--- config.mk ---
export PLATFORM = sky130hd
export DESIGN_NAME = dbg_link_master
export DESIGN_NICKNAME = d
export VERILOG_FILES = /design/src/rtl/dbg_link_pkg.sv /design/src/rtl/dbg_half_tick.sv /design/src/rtl/dbg_shift8.sv /design/src/rtl/dbg_link_seq.sv /design/src/rtl/dbg_link_master.sv
export SDC_FILE = /design/constraint.sdc
export NUM_CORES = 1
export LEC_CHECK = 0
export BUFFER_PORTS_ARGS = -buffer_cell sky130_fd_sc_hd__buf_2
export CAP_MARGIN = 0
export CORE_UTILIZATION = 30
export CTS_CLUSTER_DIAMETER = 30
export CTS_CLUSTER_SIZE = 20
export DETAILED_ROUTE_END_ITERATION = 10
export PLACE_DENSITY = 0.55
export SYNTH_ARGS = -nofsm -noshare
export SYNTH_HDL_FRONTEND = slang
export SYNTH_SLANG_ARGS = --single-unit
--- constraint.sdc ---
create_clock -name clk -period 1.6 [get_ports clk]
set_input_delay 0.48 -clock clk [delete_from_list [all_inputs] [get_ports clk]]
set_output_delay 0.48 -clock clk [all_outputs]
set_load 0.02 [all_outputs]
--- src/rtl/dbg_link_pkg.sv ---
// Shared types for the two-wire debug link master.
// Assumes: operation codes are fixed at the request port.
package dbg_link_pkg;

    typedef enum logic [1:0] {
        OP_ENTER = 2'd0,
        OP_EXIT  = 2'd1,
        OP_SEND  = 2'd2,
        OP_RECV  = 2'd3
    } link_op_e;

    typedef enum logic [2:0] {
        ST_IDLE,
        ST_ENTER,
        ST_EXIT,
        ST_SEND,
        ST_TURN,
        ST_RECV
    } link_state_e;

endpackage

--- src/rtl/dbg_half_tick.sv ---
// Half-period tick generator. While en is high, it pulses tick once every
// HALF system clocks, with the first pulse HALF clocks after en rises.
// Assumes: HALF >= 1. The count restarts whenever en is low.
module dbg_half_tick #(
    parameter int HALF = 2
) (
    input  logic clk,
    input  logic rst_n,
    input  logic en,
    output logic tick
);
    localparam int CW = (HALF > 1) ? $clog2(HALF) : 1;
    localparam logic [CW-1:0] LAST = CW'(HALF - 1);

    logic [CW-1:0] cnt;

    // Count system clocks within the current half period.
    always_ff @(posedge clk) begin
        if (!rst_n || !en) cnt <= '0;
        else if (cnt == LAST) cnt <= '0;
        else cnt <= cnt + 1'b1;
    end

    assign tick = en && (cnt == LAST);

    generate
        if (HALF > 1) begin : g_spacing

            tick_spacing_chk: assert property (@(posedge clk) disable iff (!rst_n)
                tick |=> !tick);
        end
    endgenerate
endmodule

--- src/rtl/dbg_shift8.sv ---
// Serial shift register. It loads in parallel and shifts left, taking a new
// bit into the LSB. The MSB is the outgoing serial bit.
// Assumes: load and shift are never high in the same cycle.
module dbg_shift8 #(
    parameter int W = 8
) (
    input  logic         clk,
    input  logic         rst_n,
    input  logic         load,
    input  logic [W-1:0] load_val,
    input  logic         shift,
    input  logic         shift_in,
    output logic [W-1:0] q
);
    // Load or shift the byte.
    always_ff @(posedge clk) begin
        if (!rst_n) q <= '0;
        else if (load) q <= load_val;
        else if (shift) q <= {q[W-2:0], shift_in};
    end
endmodule

--- src/rtl/dbg_link_seq.sv ---
// Sequencer for the debug link. It takes requests when idle and steps
// through the enter, exit, send, turnaround and receive phases on half-period
// ticks. It drives the link clock, reset and output enable from registers.
// Assumes: tick comes from a generator enabled by tick_en.
module dbg_link_seq
    import dbg_link_pkg::*;
#(
    parameter int W        = 8,
    parameter int TURN_CYC = 3
) (
    input  logic         clk,
    input  logic         rst_n,
    input  logic         req_valid,
    input  logic [1:0]   req_op,
    input  logic         tick,
    input  logic [W-1:0] sh_q,
    output logic         tick_en,
    output logic         sh_load,
    output logic         sh_shift,
    output logic         busy,
    output logic         done,
    output logic [W-1:0] rsp_data,
    output logic         lk_clk,
    output logic         lk_rst_n,
    output logic         lk_oe
);
    localparam int PH_W = $clog2(2 * W);
    localparam int TC_W = $clog2(TURN_CYC + 1);
    localparam logic [PH_W-1:0] XFER_LAST  = PH_W'(2 * W - 1);
    localparam logic [PH_W-1:0] ENTER_LAST = PH_W'(4);
    localparam logic [PH_W-1:0] EXIT_LAST  = PH_W'(1);
    localparam logic [TC_W-1:0] TURN_LAST  = TC_W'(TURN_CYC - 1);

    link_state_e     state;
    logic [PH_W-1:0] ph;
    logic [TC_W-1:0] tc;

    // Step the phase machine and its registered link outputs.
    always_ff @(posedge clk) begin
        if (!rst_n) begin
            state    <= ST_IDLE;
            ph       <= '0;
            tc       <= '0;
            lk_clk   <= 1'b0;
            lk_rst_n <= 1'b1;
            lk_oe    <= 1'b0;
            done     <= 1'b0;
            rsp_data <= '0;
        end else begin
            done <= 1'b0;
            case (state)
                ST_IDLE: begin
                    if (req_valid) begin
                        ph <= '0;
                        tc <= '0;
                        case (link_op_e'(req_op))
                            OP_ENTER: begin lk_rst_n <= 1'b0; state <= ST_ENTER; end
                            OP_EXIT:  begin lk_rst_n <= 1'b0; state <= ST_EXIT;  end
                            OP_SEND:  begin lk_oe    <= 1'b1; state <= ST_SEND;  end
                            default:  state <= ST_TURN;
                        endcase
                    end
                end
                ST_ENTER: begin
                    if (tick) begin
                        if (ph == ENTER_LAST) begin
                            lk_rst_n <= 1'b1;
                            done     <= 1'b1;
                            state    <= ST_IDLE;
                        end else begin
                            lk_clk <= ~lk_clk;
                            ph     <= ph + 1'b1;
                        end
                    end
                end
                ST_EXIT: begin
                    if (tick) begin
                        if (ph == EXIT_LAST) begin
                            lk_rst_n <= 1'b1;
                            done     <= 1'b1;
                            state    <= ST_IDLE;
                        end else begin
                            ph <= ph + 1'b1;
                        end
                    end
                end
                ST_SEND: begin
                    if (tick) begin
                        if (ph == XFER_LAST) begin
                            lk_clk <= 1'b0;
                            lk_oe  <= 1'b0;
                            done   <= 1'b1;
                            state  <= ST_IDLE;
                        end else begin
                            lk_clk <= ~ph[0];
                            ph     <= ph + 1'b1;
                        end
                    end
                end
                ST_TURN: begin
                    if (tc == TURN_LAST) begin
                        lk_clk <= 1'b1;
                        ph     <= '0;
                        state  <= ST_RECV;
                    end else begin
                        tc <= tc + 1'b1;
                    end
                end
                ST_RECV: begin
                    if (tick) begin
                        if (ph == XFER_LAST) begin
                            rsp_data <= sh_q;
                            done     <= 1'b1;
                            state    <= ST_IDLE;
                        end else begin
                            lk_clk <= ph[0];
                            ph     <= ph + 1'b1;
                        end
                    end
                end
                default: state <= ST_IDLE;
            endcase
        end
    end

    // Decode the tick enable and shifter controls from the current phase.
    always_comb begin
        tick_en  = (state == ST_ENTER) || (state == ST_EXIT) ||
                   (state == ST_SEND)  || (state == ST_RECV);
        sh_load  = (state == ST_IDLE) && req_valid && (req_op == OP_SEND);
        sh_shift = tick && (((state == ST_SEND) && ph[0] && (ph != XFER_LAST)) ||
                            ((state == ST_RECV) && !ph[0]));
        busy     = (state != ST_IDLE);
    end


    rst_low_only_in_seq_chk: assert property (@(posedge clk) disable iff (!rst_n)
        !lk_rst_n |-> ((state == ST_ENTER) || (state == ST_EXIT)));

    rst_release_clk_low_chk: assert property (@(posedge clk) disable iff (!rst_n)
        $rose(lk_rst_n) |-> !lk_clk);

    clk_moves_on_tick_chk: assert property (@(posedge clk) disable iff (!rst_n)
        (lk_clk != $past(lk_clk)) |-> ($past(tick) || $past(state == ST_TURN)));

    released_in_recv_chk: assert property (@(posedge clk) disable iff (!rst_n)
        ((state == ST_TURN) || (state == ST_RECV)) |-> !lk_oe);

    done_single_chk: assert property (@(posedge clk) disable iff (!rst_n)
        done |=> !done);

    done_idle_chk: assert property (@(posedge clk) disable iff (!rst_n)
        done |-> !busy);
endmodule

--- src/rtl/dbg_link_master.sv ---
// Top level of the two-wire debug link master. It joins the half-period tick
// generator, the byte shifter and the sequencer. The half period is raised
// so that the debug clock stays at or below MAX_DBG_HZ.
// Assumes: SYS_HZ is the clk frequency and the data line pad is outside.
module dbg_link_master #(
    parameter int SYS_HZ     = 50_000_000,
    parameter int MAX_DBG_HZ = 30_000_000,
    parameter int HALF_DIV   = 2,
    parameter int TURN_CYC   = 3,
    parameter int DATA_W     = 8
) (
    input  logic              clk,
    input  logic              rst_n,
    input  logic              req_valid,
    input  logic [1:0]        req_op,
    input  logic [DATA_W-1:0] req_data,
    output logic              busy,
    output logic              done,
    output logic [DATA_W-1:0] rsp_data,
    output logic              dbg_clk,
    output logic              dbg_rst_n,
    output logic              dbg_data_o,
    output logic              dbg_data_oe,
    input  logic              dbg_data_i
);
    localparam int MIN_HALF = (SYS_HZ + 2 * MAX_DBG_HZ - 1) / (2 * MAX_DBG_HZ);
    localparam int EFF_HALF = (HALF_DIV > MIN_HALF) ? HALF_DIV : MIN_HALF;

    logic              tick_en;
    logic              tick;
    logic              sh_load;
    logic              sh_shift;
    logic [DATA_W-1:0] sh_q;

    dbg_half_tick #(.HALF(EFF_HALF)) u_tick (
        .clk   (clk),
        .rst_n (rst_n),
        .en    (tick_en),
        .tick  (tick)
    );

    dbg_shift8 #(.W(DATA_W)) u_shift (
        .clk      (clk),
        .rst_n    (rst_n),
        .load     (sh_load),
        .load_val (req_data),
        .shift    (sh_shift),
        .shift_in (dbg_data_i),
        .q        (sh_q)
    );

    dbg_link_seq #(.W(DATA_W), .TURN_CYC(TURN_CYC)) u_seq (
        .clk       (clk),
        .rst_n     (rst_n),
        .req_valid (req_valid),
        .req_op    (req_op),
        .tick      (tick),
        .sh_q      (sh_q),
        .tick_en   (tick_en),
        .sh_load   (sh_load),
        .sh_shift  (sh_shift),
        .busy      (busy),
        .done      (done),
        .rsp_data  (rsp_data),
        .lk_clk    (dbg_clk),
        .lk_rst_n  (dbg_rst_n),
        .lk_oe     (dbg_data_oe)
    );

    assign dbg_data_o = sh_q[DATA_W-1];


    send_bit_stable_chk: assert property (@(posedge clk) disable iff (!rst_n)
        (dbg_data_oe && dbg_clk && $past(dbg_clk) && $past(dbg_data_oe)) |-> $stable(dbg_data_o));
endmodule

After elaboration in Yosys (flattened, before gate mapping)
Cells that the tools add are included.
Word-level totals
  flip-flop bits (word level): 30
  input bits: 14
  output and inout port bits: 14
  logic and storage cells: 130
Operators by class
  add/subtract/negate cells: 3
  equality and inequality tests: 30
  muxes and demuxes: 51
  bitwise operators: 2
  reductions and logical operators: 34
Operator list (count)
  $mux W4: 8
  $mux W3: 8
  $mux W1: 23
  $ne A2 B1 Y1 const B: 10
  $pmux W4 S5: 1
  $mux W8: 2
  $ne A2 B2 Y1 const B: 8
  $pmux W3 S5: 1
  $reduce_and A7 Y1: 2
  $pmux W3 S3: 1
  $reduce_and A9 Y1: 1
  $reduce_and A8 Y1: 1
  $logic_and A1 B1 Y1: 7
  $eq A3 B2 Y1 const B: 2
  $eq A3 B3 Y1 const B: 2
  $pmux W1 S3: 2
  $reduce_and A3 Y1: 2
  $reduce_bool A2 Y1: 3
  $reduce_bool A3 Y1: 2
  $reduce_or A2 Y1: 3
  $logic_or A1 B1 Y1: 5
  $reduce_and A5 Y1: 1
  $reduce_bool A5 Y1: 1
  $add A4 B1 Y4 const B: 1
  18 further kinds: 23

Logic depth before layout (Yosys ltp)
  depth in word-level cells: 8
  gate-level depth with buffers: 7
  mapped depth without buffers: 7

By module
From an unflattened synthesis, not the netlist that was laid out.
Second synthesis, totals
  cells, all modules: 204
  area, all modules: 1880.6 sq um
By module, submodules not included
  dbg_link_seq: times used 1, cells each 166, area an instance 1403.8 sq um, sequential area each 420.4 sq um
  dbg_shift8: times used 1, cells each 35, area an instance 440.4 sq um, sequential area each 160.2 sq um
  dbg_half_tick: times used 1, cells each 3, area an instance 36.3 sq um, sequential area each 20.0 sq um

Least setup slack after synthesis
OpenSTA, ideal clock, no wires.
  kind: register to register
  start: register u_seq.ph[0]
  end: register u_seq.state[2]
  library setup time: 119 ps
  arrival time: 1582 ps
  data required time: 1481 ps
  path slack: -101 ps
  stages on the path, launching flop included: 6
  path buffers: 0
  clock period less this slack: 1701 ps
  cell sequence: dfxtp_1 ha_1 or3b_4 a32oi_4 o211ai_4 o221a_1
On the way
  longest elaborated chain between the ends: 3
  elaborated cells between the ends (all ways): 7
  classes of those cells: 6 x eq/ne; 1 x reduce/logical
Ends and longest elaborated chain
  start, declared: line dbg_link_seq.sv:35  | logic [PH_W-1:0] ph;
  start signal, assigned: line dbg_link_seq.sv:72  | ph <= ph + 1'b1;
  start signal, assigned: line dbg_link_seq.sv:83  | ph <= ph + 1'b1;
  start signal, assigned: line dbg_link_seq.sv:96  | ph <= ph + 1'b1;
  $eq A4 B3 Y1 (tied with other cells): line dbg_link_seq.sv:66  | if (ph == ENTER_LAST) begin
  $ne A2 B1 Y1 (no source line)
  $reduce_and A8 Y1 (no source line) *
  end signal, assigned: line dbg_link_seq.sv:60  | default: state <= ST_TURN;
  end signal, assigned: line dbg_link_seq.sv:69  | state <= ST_IDLE;
  end signal, assigned: line dbg_link_seq.sv:81  | state <= ST_IDLE;
  end, declared: line dbg_link_seq.sv:34  | link_state_e state;
Mark *: on every way between the ends. The rest lies on a longest branch, timed or not.
A chain may end at the register's enable or synchronous reset.

Final worst setup path
Ends and elaborated chain as after synthesis.

==> results.md <==
- Outcome: complete, but fails checks
- Violated checks: setup timing
- IO buf count: 27
- Worst hold slack: 0.4835 ns
- Vias after detailed routing: 1689
- Routability cong.: 0.7586
- Clock power frac: 17.6%
- Reg power frac: 26.3%
- GRT overflow: 0
- Setup crit start: u_seq.ph[0]
- Yosys cell types: 50
- Simple-gate portion of the synthesized area: 25.54%
- Int Power: 0.002206 W
- # DRC: 0
- Post-synthesis sequential area ratio: 34.33%
- Post-Route WL: 4.459 mm
- Pre-CTS setup slack: -0.09406 ns
- First-pass GRT wire length: 7.555 mm
- Met2 GRT Util: 24.65%
- Relative slew slack: about three quarters
- Hold_buf cts: 0
- Routed len/inst: 13.04 um
- Maximum VDD drop: 0.6923 mV
- YS warnings: 0
- Count of final max-slew check failures: 0
- Critical Path RT: 1.77 ns
- Design Area, Final: 2505 um^2
- Share of flip-flops with an asynchronous set or reset: 0%
- CTS clk-pin slew, worst paths: 0.07 ns
- CTS tree: done
- Critical-path cell list: ha_4, or3b_4, a32oi_4, o211ai_4, o221a_1
- Root buf cell: clkbuf_8
- Tcrit/Tclk final: 107.4%
- Initial antenna violation count: 0
- Net switching power: ~0.0015 W
- Core Region: about 5600 um^2
- Final setup viols: 16
- Fin crit period: 1.719 ns
- PwrDens: 1477 nW/um^2
- Fmax: 581.7 MHz
- H-tree Lvls: 2
- Critical path buffers and inverters: 0
- Largest net degree at the start of global routing: 37
- Starting DRT DRC Count: 126
- Slowest-stage cell, CP: dfxtp_4
- Hold Crit Class: flop to flop
- Synth Area in XOR/XNOR: 0%
- HPWL after DPL: ~3.1 mm
- CP max FO: 6
- CTS buffer count: 5
- Worst path arrival time: between 1.5 and 2 ns
- Net Sw Frac: 40.37%
- Met1 Usage GRT: 20.35%
- Starting Density: about a third
- Worst hold start: u_shift.q[5]
- Post-Syn Area: 1749 um^2
- Clk buf depth: 2
- Combinational share of power: a little under three fifths
- Syn-to-layout area delta: 43.20%
- Width of the die: 78.36 um
- Clock Latency Late Sink: 0.29 ns
- Cells after Synth: 205
- Max incr delay on CP: 0.41 ns
- Combinational family with the most area after synthesis: simple AND/OR/NAND/NOR gates
- Row count: 27
- Die Y-Extent: 78.36 um
- GRT Max-Usage Layer: met2
- DIE AREA: approximately 6000 um^2
- Worst Tran Pin Value: 0.3797 ns
- Yosys reg bits: 30
- Final #Nets: roughly 290
- Share of layout cells above drive strength 1: a little over two fifths
- Max-Cap Viols: 0
- Mux cell area share after synthesis: around 5.7%
- ANT nets after route: 0
- Syn nets: about 230
- Vias/cell: slightly below 5
- Post-synthesis compound-gate area fraction: around 22%
- Post-Syn Area per Cell: 8.533 um^2
- Synth Flop Type: dfxtp_1
- Met3 usage: about 4.1%
- Top Family by Delay on Critical Path: compound AO/OA/AOI/OAI gates
- Adder-Cell Fraction of Synth Area: 5.722%
- FF-to-FF Start: u_seq.ph[0]
- Worst Slack Setup Final: -0.1190 ns
- Placed Area: 2253 um^2
- Worst setup EP type: flop
- Number of synthesized flops with an enable pin: 0
- Antenna diodes: 0
- RSZ-0062 raised after global routing: true
- Final Skew: around 0.0093 ns
- Final hold vios: 0
- CP Launch Type: flop
- Clk sink count: 30
- Vias in the first global route: about 1600
- Total global-route track usage: 15.59%
- Critical path class: flop to flop
- Drt pass-1 iters: 4
- Pleak: 1.008 nW
- I/O pins: 28
cells in the mapped netlist (2+ instances only):
master,n,area share [%]
dfxtp_1,30,34
nand2_1,17,3.6
nor2b_1,13,4.6
nand3_1,12,3.4
nor2_1,12,2.6
mux2i_1,10,5.7
inv_1,9,1.9
ha_1,8,5.7
o21ai_0,7,2.0
a22oi_1,6,2.6
buf_2,6,1.7
a21oi_1,5,1.4
clkbuf_1,5,1.1
a21boi_1,4,1.7
a31oi_1,4,1.4
nor3b_1,4,1.7
o21ai_1,4,1.1
a211oi_1,3,1.3
nand3b_1,3,1.3
nor3_1,3,0.86
o211ai_1,3,1.3
o31ai_1,3,1.3
and3_1,2,0.72
and3_2,2,0.86
nand2b_1,2,0.72
nand4_1,2,0.72
o221ai_1,2,1.0
or2_2,2,0.72
area by class of cell:
cell class / instances / area (um^2)
Sequential cell: 30 / 614.3
Inverter: 9 / 38.79
Timing Repair Buffer: 72 / 506.7
Tap cell: 72 / 90.09
Fill cell: 579 / 3069
Multi-Input combinational cell: 151 / 1161
Clock inverter: 2 / 11.26
Clock buffer: 6 / 82.58
per-stage QoR:
step | std cells | power (W) | util [%] | setup TNS [ns]
after floorplan | 205 | 0.002106 | - | -0.002277
after global placement | 332 | 0.002753 | 40.43 | -0.2639
after detailed placement | 332 | 0.002758 | 40.43 | -0.3680
after CTS | 342 | 0.003616 | 44.00 | -0.3170
after global routing | 342 | 0.003960 | 44.94 | -2.376
final | 342 | 0.003699 | 44.94 | -0.5864
power groups by stage:
stage | clock network, W | logic [W] | registers (W)
finish | 0.000651 | 0.00208 | 0.000971
global route | 0.000713 | 0.00226 | 0.000988
global placement | 0 | 0.00176 | 0.000989
detailed placement | 0 | 0.00177 | 0.000991
floorplan | 0 | 0.00116 | 0.000950
CTS | 0.000673 | 0.00198 | 0.000968
tightest hold or removal path: cells and delay by family, from the launching register on:
family          cells  cell delay (ns)
simple gates        1             0.06
compound gates      1             0.05
flops               1             0.32
what timing repair did:
action / CTS / global route
buffers inserted: 3 / 0
resized for setup: 23 / 11
endpoints found under the setup margin: 12 / 27
pin swaps: 11 / 3
state kept, by name, summed over array words and instances (netlist names):
| register | cells |
|---|---|
| u_seq.lk_rst_n | 1 |
| u_seq.rsp_data | 8 |
| u_seq.ph | 4 |
| u_tick.cnt | 1 |
| u_seq.done | 1 |
| u_shift.q | 8 |
| u_seq.lk_clk | 1 |
| u_seq.lk_oe | 1 |
| u_seq.state | 3 |
| u_seq.tc | 2 |
final timing paths:
kind	cells after the start	slack, ns	to
worst max-delay path	5	-0.12	u_seq.state[2]
worst min-delay path	2	0.48	u_shift.q[5]
worst max register to register	5	-0.12	u_seq.state[2]
worst min register to register	2	0.48	u_shift.q[5]
cell usage in the layout (no fill, tap or decap), types with 3 or more instances in the layout:
cell      instances
nand2_1          16
buf_2            26
o211ai_1          3
buf_6             5
o21ai_1           4
nand3_1           9
a31oi_1           3
inv_4             3
o21ai_0           7
a22oi_1           6
dfxtp_1          25
dfxtp_4           3
nor2b_1          13
ha_1              5
ha_4              3
nand3_2           4
buf_4            40
mux2i_1          10
nor3b_1           3
nor2_1           12
clkbuf_8          6
nand3b_1          3
a21boi_1          4
inv_1             6
a21oi_1           5
logic make-up after synthesis:
| group | count (synthesis) |
|---|---|
| AND/OR/NAND/NOR | 81 |
| AO/OA/AOI/OAI | 52 |
| flip-flops | 30 |
| buffers and inverters | 24 |
| multiplexers | 10 |
| adder cells (fa/ha/maj) | 8 |
metal layers:
layer  part of all wire (%)  up-vias  wire length, um
li1                       -      863                -
met1                     48      787             2133
met2                     46       31             2060
met3                    3.8        8              168
met4                    2.2        0               96
met5                      0        -                0
Power figures use the tool's default switching activity.
